--- config.mk ---
export PLATFORM = sky130hd
export DESIGN_NAME = dll_phase_ctrl
export DESIGN_NICKNAME = d
export VERILOG_FILES = /design/src/rtl/dll_pkg.sv /design/src/rtl/dll_upd_timer.sv /design/src/rtl/dll_tap_index.sv /design/src/rtl/dll_lock_det.sv /design/src/rtl/dll_phase_ofs.sv /design/src/rtl/dll_phase_ctrl.sv
export SDC_FILE = /design/constraint.sdc
export NUM_CORES = 1
export LEC_CHECK = 0
export ABC_AREA = 1
export BUFFER_PORTS_ARGS = -buffer_cell sky130_fd_sc_hd__buf_2
export CAP_MARGIN = 20
export CORE_MARGIN = 3
export CORE_UTILIZATION = 51
export CTS_CLUSTER_DIAMETER = 40
export CTS_CLUSTER_SIZE = 40
export DETAILED_ROUTE_END_ITERATION = 10
export PLACE_DENSITY = 0.77
export SLEW_MARGIN = 20
export SYNTH_ARGS = -nofsm -noshare
export SYNTH_HDL_FRONTEND = slang
export SYNTH_SLANG_ARGS = --single-unit
--- constraint.sdc ---
create_clock -name clk -period 1.7 [get_ports clk]
set_input_delay 0.085 -clock clk [delete_from_list [all_inputs] [get_ports clk]]
set_output_delay 0.085 -clock clk [all_outputs]
set_load 0.1 [all_outputs]
--- src/rtl/dll_pkg.sv ---
package dll_pkg;
   localparam int NUM_QUAD = 4;

   typedef enum logic {
      DIR_RAISE = 1'b0,
      DIR_LOWER = 1'b1
   } step_dir_e;
endpackage

--- src/rtl/dll_upd_timer.sv ---
module dll_upd_timer #(
   parameter int UPDATE_DIV = 4
) (
   input  logic clk,
   input  logic rst_n,
   input  logic smp_valid,
   output logic upd
);
   generate
      if (UPDATE_DIV == 1) begin : g_direct
         assign upd = smp_valid;
      end else begin : g_count
         localparam int CW = $clog2(UPDATE_DIV);
         localparam logic [CW-1:0] LAST = CW'(UPDATE_DIV - 1);
         logic [CW-1:0] cnt;

         assign upd = smp_valid && (cnt == LAST);

         always_ff @(posedge clk or negedge rst_n) begin
            if (!rst_n)         cnt <= '0;
            else if (upd)       cnt <= '0;
            else if (smp_valid) cnt <= cnt + 1'b1;
         end
      end
   endgenerate
endmodule

--- src/rtl/dll_tap_index.sv ---
module dll_tap_index
   import dll_pkg::*;
#(
   parameter int IDX_W = 8,
   parameter int STEP  = 1
) (
   input  logic             clk,
   input  logic             rst_n,
   input  logic             upd,
   input  step_dir_e        dir,
   output logic [IDX_W-1:0] idx,
   output logic             pinned_req
);
   localparam logic [IDX_W-1:0] IDX_MAX = {IDX_W{1'b1}};
   localparam logic [IDX_W-1:0] IDX_MID = IDX_W'(1 << (IDX_W - 1));
   localparam logic [IDX_W-1:0] STEP_V  = IDX_W'(STEP);

   logic [IDX_W-1:0] nxt;

   always_comb begin
      nxt = idx;
      if (dir == DIR_LOWER) nxt = (idx >= STEP_V) ? idx - STEP_V : '0;
      else                  nxt = (idx <= IDX_MAX - STEP_V) ? idx + STEP_V : IDX_MAX;
   end

   assign pinned_req = upd && (((dir == DIR_LOWER) && (idx == '0)) ||
                               ((dir == DIR_RAISE) && (idx == IDX_MAX)));

   always_ff @(posedge clk or negedge rst_n) begin
      if (!rst_n)   idx <= IDX_MID;
      else if (upd) idx <= nxt;
   end
endmodule

--- src/rtl/dll_lock_det.sv ---
module dll_lock_det
   import dll_pkg::*;
#(
   parameter int LOCK_COUNT = 4,
   parameter int LOSS_COUNT = 3
) (
   input  logic      clk,
   input  logic      rst_n,
   input  logic      upd,
   input  step_dir_e dir,
   output logic      locked
);
   localparam int AW = $clog2(LOCK_COUNT + 1);
   localparam int SW = $clog2(LOSS_COUNT + 1);
   localparam logic [AW-1:0] ALT_TOP  = AW'(LOCK_COUNT);
   localparam logic [SW-1:0] SAME_TOP = SW'(LOSS_COUNT);

   step_dir_e     prev_dir;
   logic          have_prev;
   logic [AW-1:0] alt_cnt;
   logic [SW-1:0] same_cnt;

   always_ff @(posedge clk or negedge rst_n) begin
      if (!rst_n) begin
         prev_dir  <= DIR_RAISE;
         have_prev <= 1'b0;
         alt_cnt   <= '0;
         same_cnt  <= '0;
         locked    <= 1'b0;
      end else if (upd) begin
         prev_dir  <= dir;
         have_prev <= 1'b1;
         if (have_prev && (dir != prev_dir)) begin
            same_cnt <= '0;
            if (alt_cnt != ALT_TOP) alt_cnt <= alt_cnt + 1'b1;
            if (alt_cnt + 1'b1 >= ALT_TOP) locked <= 1'b1;
         end else if (have_prev) begin
            alt_cnt <= '0;
            if (same_cnt != SAME_TOP) same_cnt <= same_cnt + 1'b1;
            if (same_cnt + 1'b1 >= SAME_TOP) locked <= 1'b0;
         end
      end
   end
endmodule

--- src/rtl/dll_phase_ofs.sv ---
module dll_phase_ofs #(
   parameter int IDX_W = 8
) (
   input  logic             clk,
   input  logic             rst_n,
   input  logic             load,
   input  logic [IDX_W-1:0] value,
   input  logic             inc,
   input  logic             dec,
   output logic [IDX_W-1:0] ofs
);
   always_ff @(posedge clk or negedge rst_n) begin
      if (!rst_n)            ofs <= '0;
      else if (load)         ofs <= value;
      else if (inc && !dec)  ofs <= ofs + 1'b1;
      else if (dec && !inc)  ofs <= ofs - 1'b1;
   end
endmodule

--- src/rtl/dll_phase_ctrl.sv ---
module dll_phase_ctrl
   import dll_pkg::*;
#(
   parameter int IDX_W      = 8,
   parameter int STEP       = 1,
   parameter int UPDATE_DIV = 4,
   parameter int LOCK_COUNT = 4,
   parameter int LOSS_COUNT = 3
) (
   input  logic             clk,
   input  logic             rst_n,
   input  logic             pd_valid,
   input  logic             pd_late,
   input  logic             ofs_load,
   input  logic [IDX_W-1:0] ofs_value,
   input  logic             ofs_inc,
   input  logic             ofs_dec,
   output logic [IDX_W-1:0] tap_0,
   output logic [IDX_W-1:0] tap_90,
   output logic [IDX_W-1:0] tap_180,
   output logic [IDX_W-1:0] tap_270,
   output logic             locked,
   output logic             out_of_range
);
   localparam int QUARTER = 1 << (IDX_W - 2);

   generate
      if (IDX_W < 2) begin : g_bad_w
         $error("IDX_W must be at least 2");
      end
      if (STEP < 1 || STEP >= (1 << IDX_W)) begin : g_bad_step
         $error("STEP out of range");
      end
      if (UPDATE_DIV < 1) begin : g_bad_div
         $error("UPDATE_DIV must be at least 1");
      end
      if (LOCK_COUNT < 1 || LOSS_COUNT < 1) begin : g_bad_cnt
         $error("LOCK_COUNT and LOSS_COUNT must be at least 1");
      end
   endgenerate

   logic             upd;
   logic             pinned_req;
   step_dir_e        dir;
   logic [IDX_W-1:0] idx;
   logic [IDX_W-1:0] ofs;
   logic [IDX_W-1:0] taps [NUM_QUAD];

   assign dir = step_dir_e'(pd_late);

   dll_upd_timer #(.UPDATE_DIV(UPDATE_DIV)) u_timer (
      .clk(clk), .rst_n(rst_n), .smp_valid(pd_valid), .upd(upd)
   );

   dll_tap_index #(.IDX_W(IDX_W), .STEP(STEP)) u_index (
      .clk(clk), .rst_n(rst_n), .upd(upd), .dir(dir),
      .idx(idx), .pinned_req(pinned_req)
   );

   dll_lock_det #(.LOCK_COUNT(LOCK_COUNT), .LOSS_COUNT(LOSS_COUNT)) u_lock (
      .clk(clk), .rst_n(rst_n), .upd(upd), .dir(dir), .locked(locked)
   );

   dll_phase_ofs #(.IDX_W(IDX_W)) u_ofs (
      .clk(clk), .rst_n(rst_n), .load(ofs_load), .value(ofs_value),
      .inc(ofs_inc), .dec(ofs_dec), .ofs(ofs)
   );

   always_ff @(posedge clk or negedge rst_n) begin
      if (!rst_n)          out_of_range <= 1'b0;
      else if (pinned_req) out_of_range <= 1'b1;
   end

   generate
      for (genvar q = 0; q < NUM_QUAD; q++) begin : g_quad
         assign taps[q] = idx + ofs + IDX_W'(q * QUARTER);
      end
   endgenerate

   assign tap_0   = taps[0];
   assign tap_90  = taps[1];
   assign tap_180 = taps[2];
   assign tap_270 = taps[3];
endmodule

# [Word level (Yosys, flattened, before mapping)]
# Index checks and enable logic that the tools add are counted.
[classes] reduce_logical=19 bitwise=1 eq_ne=7 n_addsub=11 mux=18 magnitude_cmp=4
[ops] cell="2-to-1 mux 8 bit" n=6
[ops] cell="adder 8 x 1 -> 8 bit, second input constant" n=2
[ops] cell="adder 8 bit, second input constant" n=2
[ops] cell="subtractor 8 x 1 -> 8 bit, second input constant" n=2
[ops] cell="2-to-1 mux 2 bit" n=5
[ops] cell="2-to-1 mux 3 bit" n=3
[ops] cell="adder 8 x 7 -> 8 bit, second input constant" n=1
[ops] cell="adder 8 bit" n=1
[ops] cell="equality test 8 bit, second input constant" n=1
[ops] cell="greater-or-equal comparator 8 x 1 -> 1 bit, second input constant" n=1
[ops] cell="less-or-equal comparator 8 bit, second input constant" n=1
[ops] cell="logical NOT 8 bit" n=1
[ops] cell="nonzero test 2 bit" n=4
[ops] cell="logical AND 1 bit" n=7
[ops] cell="!= test 2 bit, second input constant" n=3
[ops] cell="AND reduction 3 bit" n=2
[ops] cell="adder 2 x 1 -> 2 bit, second input constant" n=2
[ops] cell="2-to-1 mux 1 bit" n=4
[ops] cell="AND reduction 4 bit" n=1
[ops] cell="adder 3 x 1 -> 3 bit, second input constant" n=1
[ops] cell="greater-or-equal comparator 3 bit, second input constant" n=1
[ops] cell="!= test 3 bit, second input constant" n=1
[ops] cell="nonzero test 3 bit" n=1
[ops] cell="equality test 2 bit, second input constant" n=1
[ops] cell="5 further kinds" n=6
[word_totals] in_bits=15 reg_bits=27 out_inout_bits=34 word_cells=69

# [Depth between registers and ports, before layout]
[depth] word_depth=5 ltp_mapped=11 ltp_nobuf=11

# [Modules after synthesis]
# From an unflattened synthesis, not the netlist that was laid out.
[hier_totals] cells_unflattened=401 area_unflattened_um2=2822.7
[by_module_without_submodules] mod="dll_tap_index" seq_area_each_um2=201.4 instances=1 cells_per_inst=129 area_per_inst_um2=883.3
[by_module_without_submodules] mod="dll_phase_ofs" seq_area_each_um2=200.2 instances=1 cells_per_inst=112 area_per_inst_um2=775.7
[by_module_without_submodules] mod="dll_phase_ctrl" seq_area_each_um2=25.0 instances=1 cells_per_inst=90 area_per_inst_um2=611.8
[by_module_without_submodules] mod="dll_lock_det" seq_area_each_um2=200.2 instances=1 cells_per_inst=57 area_per_inst_um2=451.7
[by_module_without_submodules] mod="dll_upd_timer" seq_area_each_um2=50.0 instances=1 cells_per_inst=13 area_per_inst_um2=100.1

# [Worst setup path before layout]
# No wires, ideal clock.
[synth_timing] path_kind="register to output" start="register u_index.idx[1]" end="output tap_180[5]" t_required_ns=1.615 arrival_ns=3.152 path_buffers=1 stages_incl_launch_ff=8 path_slack_ns=-1.537 cell_sequence="dfrtp_1 > ha_1 > nand3_1 > nand2_1 > nand3_1 > nand3_1 > xor2_1 > buf_4"
[synth_between] elab_chain_len=2
[synth_lines] element="start, declared" line_no="dll_tap_index.sv:11" text="output logic [IDX_W-1:0] idx,"
[synth_lines] element="start signal, assigned" line_no="dll_tap_index.sv:31" text="else if (upd) idx <= nxt;"
[synth_lines] element="adder 8 bit"
[synth_lines] element="via tap_0[5]" line_no="dll_phase_ctrl.sv:18" text="output logic [IDX_W-1:0] tap_0,"
[synth_lines] element="adder 8 bit" line_no="dll_phase_ctrl.sv:76" text="assign taps[q] = idx + ofs + IDX_W'(q * QUARTER);"
[synth_lines] element="end, declared" line_no="dll_phase_ctrl.sv:20" text="output logic [IDX_W-1:0] tap_180,"
# The timed path passes the listed nets, and every way through them passes these cells.

# [Final worst setup path]
[layout_timing] start="register u_index.idx[0]" end="output tap_270[7]"
[layout_between] elab_chain_len=2
[layout_lines] element="adder 8 bit (2 in series)" line_no="dll_phase_ctrl.sv:76"
[layout_lines] element="end, declared" line_no="dll_phase_ctrl.sv:21" text="output logic [IDX_W-1:0] tap_270,"
# Every way passes these cells.

==> qor.txt <==
==================================================================================
CP Data Arrival Time ................................................      2180 ps
Total Nets Final ....................................................          517
Wire length of the first global-routing pass ........................    13,700 um
Cell type with the largest total area after synthesis ...............      dfrtp_1
Count of unique library cells instantiated by Yosys .................           33
Metal1 wirelength ...................................................      3960 um
Die Y-Extent ........................................................      78.2 um
Clock tree skew after final layout ..................................      9.95 ps
Leftover overflow at the end of global routing ......................            0
Netlist Area Pre-Place ..............................................   2660 sq um
Type of the most critical hold path .................................    in -> reg
Violated checks ..................................................... negative setup slack
Largest net degree at the start of global routing ...................           28
Worst-path fanout max ...............................................            3
WL/cell .............................................................      22.4 um
Number of synthesized register bits .................................           27
Die width ...........................................................      78.2 um
Post-route core utilization .........................................        0.931
H-tree lvl count ....................................................            1
Crit path capture type .............................................. primary output
Max Used Layer ......................................................         met4
Final standard cell area without fillers ............................   4540 sq um
Top cell type's share of synthesized area ...........................        0.245
Unrepaired setup endpoints after global routing .....................         true
Worst setup margin ..................................................      -565 ps
Count of port buffers added during placement ........................           48
Primary FF master, synth ............................................      dfrtp_1
Summed negative setup slack over all endpoints ......................   -12,440 ps
Worst hold path endpoint ............................................ u_timer.g_count.cnt[0]
Largest family of logic cells by synthesized area ................... simple AND/OR/NAND/NOR gates
Inserted Clock Buffers ..............................................            3
Number of cells on the worst hold path ..............................            2
CP required .........................................................      1620 ps
Register-to-register setup slack ....................................      -270 ps
TritonCTS clock tree ................................................        built
Post-DP Area ........................................................   3790 sq um
Hpwl dp .............................................................      5750 um
Startpoint of the lowest-slack register-to-register path ............ u_ofs.ofs[1]
Share of synthesized cell area in and, or, nand and nor gates .......        0.366
Remaining max-slew budget at the tightest pin .......................        0.584
# diodes ............................................................            0
Boundary Pins .......................................................           49
Number of vias after detailed routing ...............................        3,347
Signed area change from the synthesized netlist to the final layout .        71.0%
Worst setup path class ..............................................   reg -> out
Slew at the pin closest to its max-slew limit .......................       624 ps
Share of cell area taken by muxes after synthesis ...................      0.00424
Number of cell instances on the worst register-to-register path .....           11
Routability Congestion ..............................................        0.947
TritonRoute pass-1 iters ............................................            5
Status .............................................................. finished, violations left
Number of max-slew violations in the final report ...................            0
Number of remaining DRC errors ......................................            0
Count of flip-flops with a built-in enable after synthesis ..........            0
Ratio of cells with drive above 1 in the final layout ...............        0.480
Number of standard-cell rows in the floorplan .......................           25
Initial antenna violation count .....................................            0
Clock-pin slew on the worst setup and hold paths ....................       100 ps
Sequential share of the synthesized area ............................        0.255
Met2 wire length ....................................................      5830 um
Syn avg cell area ...................................................   6.77 sq um
Maximum clock frequency .............................................      441 MHz
Xor-xnor portion of the synthesized cell area .......................       0.0264
Die area ............................................................   6110 sq um
Hold path start .....................................................     pd_valid
Via count of the first global-routing pass ..........................        2,860
Clock tree sinks ....................................................           27
Adder and majority cell fraction of the synthesized area ............        0.128
Final hold violation count ..........................................            0
Initial standard-cell utilization of the core .......................        0.544
Final period util ...................................................         1.33
Source-to-sink clock delay at the later pin of the worst-skew pair ..       280 ps
Post-synthesis instance total .......................................          392
Library cell used as clock root buffer ..............................     clkbuf_8
Compound-cell area share of the yosys netlist .......................       0.0829
Post-route minimum period ...........................................      2270 ps
Post-synthesis net count ............................................          433
Wire length on met3 .................................................      1330 um
Total number of yosys warnings ......................................            0
Max-cap violation count .............................................            0
Maximum clock insertion buffer count ................................            2
Detailed Route Iter0 Violations .....................................          427
Global routing usage summed across all routing layers ...............        0.284
Antenna violation net count after detailed routing ..................            0
Mean number of vias per cell ........................................         6.18
Terminus of the critical flop-to-flop path .......................... u_ofs.ofs[6]
Share of flip-flops with an asynchronous set or reset ...............         1.00
Top area cells in the synthesized netlist ........................... dfrtp_1 (25%), nand2_1 (18%), ha_1 (11%)
Floorplan core area .................................................   4880 sq um
Total Routed Length .................................................    12,100 um
Critical Path Start Type ............................................    flip-flop
Final-report setup violation count ..................................           36
==================================================================================
==> cell families after synthesis <==
logic type | after synthesis
flip-flops | 27
AND/OR/NAND/NOR | 217
buffers and inverters | 73
multiplexers | 1
AO/OA/AOI/OAI | 40
XOR/XNOR | 8
adder cells (fa/ha/maj) | 26
==> what timing repair did <==
action | CTS | global route
setup buffers | 9 | 12
hold endpoints to repair | 26 | 0
gates cloned | 0 | 0
gates resized for setup | 44 | 72
hold buffers | 1 | 0
setup endpoints to repair | 34 | 41
pin swaps | 22 | 31
==> stage by stage <==
stage / setup WS [ps] / std cells / hold slack [ps]
floorplan: -478 / 392 / -211
detailed placement: -171 / 518 / 124
finish: -565 / 542 / 67.4
global route: -605 / 542 / 88.2
CTS: -435 / 532 / 60.3
global placement: -108 / 518 / 116
==> metal layers <==
| layer | vias up | GRT usage |
|---|---|---|
| met2 | 306 | 0.524 |
| met1 | 1536 | 0.324 |
| li1 | 1398 | - |
| met3 | 107 | 0.0333 |
| met4 | 0 | 0.138 |
| met5 | - | 0 |
==> layout by cell type (no fill, tap or decap), types with 7 or more instances in the layout <==
master,synthesis,routed
nand3_1,35,22
ha_4,0,12
nand2_4,2,11
nand2_2,4,20
nand3_2,2,9
nor2_1,27,19
ha_1,24,11
nand2_8,0,10
buf_2,0,20
dfrtp_1,26,24
buf_4,24,38
buf_12,0,31
a21oi_1,16,10
nor2_2,5,9
inv_1,44,38
buf_6,0,12
nand2_1,127,92
o21ai_0,11,10
inv_2,3,7
==> synthesized netlist by cell type (3+ instances only) <==
cell / instances
nand2_2: 4
o21ai_1: 4
inv_2: 3
a21oi_1: 16
nand4_1: 5
o21ai_0: 11
dfrtp_1: 26
nand2_1: 127
ha_1: 24
nor2_2: 5
o211ai_1: 3
nand3_1: 35
inv_1: 44
nor2_1: 27
xor2_1: 6
buf_4: 24
or2_2: 5
==> state kept, by name, indices dropped and copies added (netlist names) <==
signal               cells
out_of_range             1
u_index.idx              8
u_lock.alt_cnt           3
u_lock.have_prev         1
u_lock.locked            1
u_lock.prev_dir          1
u_lock.same_cnt          2
u_ofs.ofs                8
u_timer.g_count.cnt      2
==> how the worst max path moves through the flow <==
stage | from | to | slack [ps] | depth (start not counted)
after detailed placement | u_index.idx[0] | tap_270[7] | -170 | 9
after CTS | u_index.idx[0] | tap_0[4] | -430 | 6
after global placement | u_index.idx[0] | tap_90[6] | -110 | 7
final | u_index.idx[0] | tap_270[7] | -570 | 8
after floorplan | u_index.idx[2] | tap_180[5] | -480 | 7
after global routing | u_index.idx[0] | tap_270[7] | -610 | 8
==> worst max-delay path, stage by stage, from the launching register on <==
cell and delay, ps:
dfrtp_1 400, ha_2 210, fa_2 360, nand4_1 140, nand4_1 280, nand2_8 190
nand2_4 80, nand2_8 70, buf_12 160
==> layout make-up <==
class	instances	area [sq um]
clock buffers	3	41.3
flip-flops and latches	27	679
clock inverters	1	5.00
fillers	160	339
multi-input cells	292	2350
repair buffers	104	1190
well taps	67	83.8
inverters	48	185
Power is not shown: default switching activity piles up to over one toggle a cycle in this logic, so the estimate is an artifact.
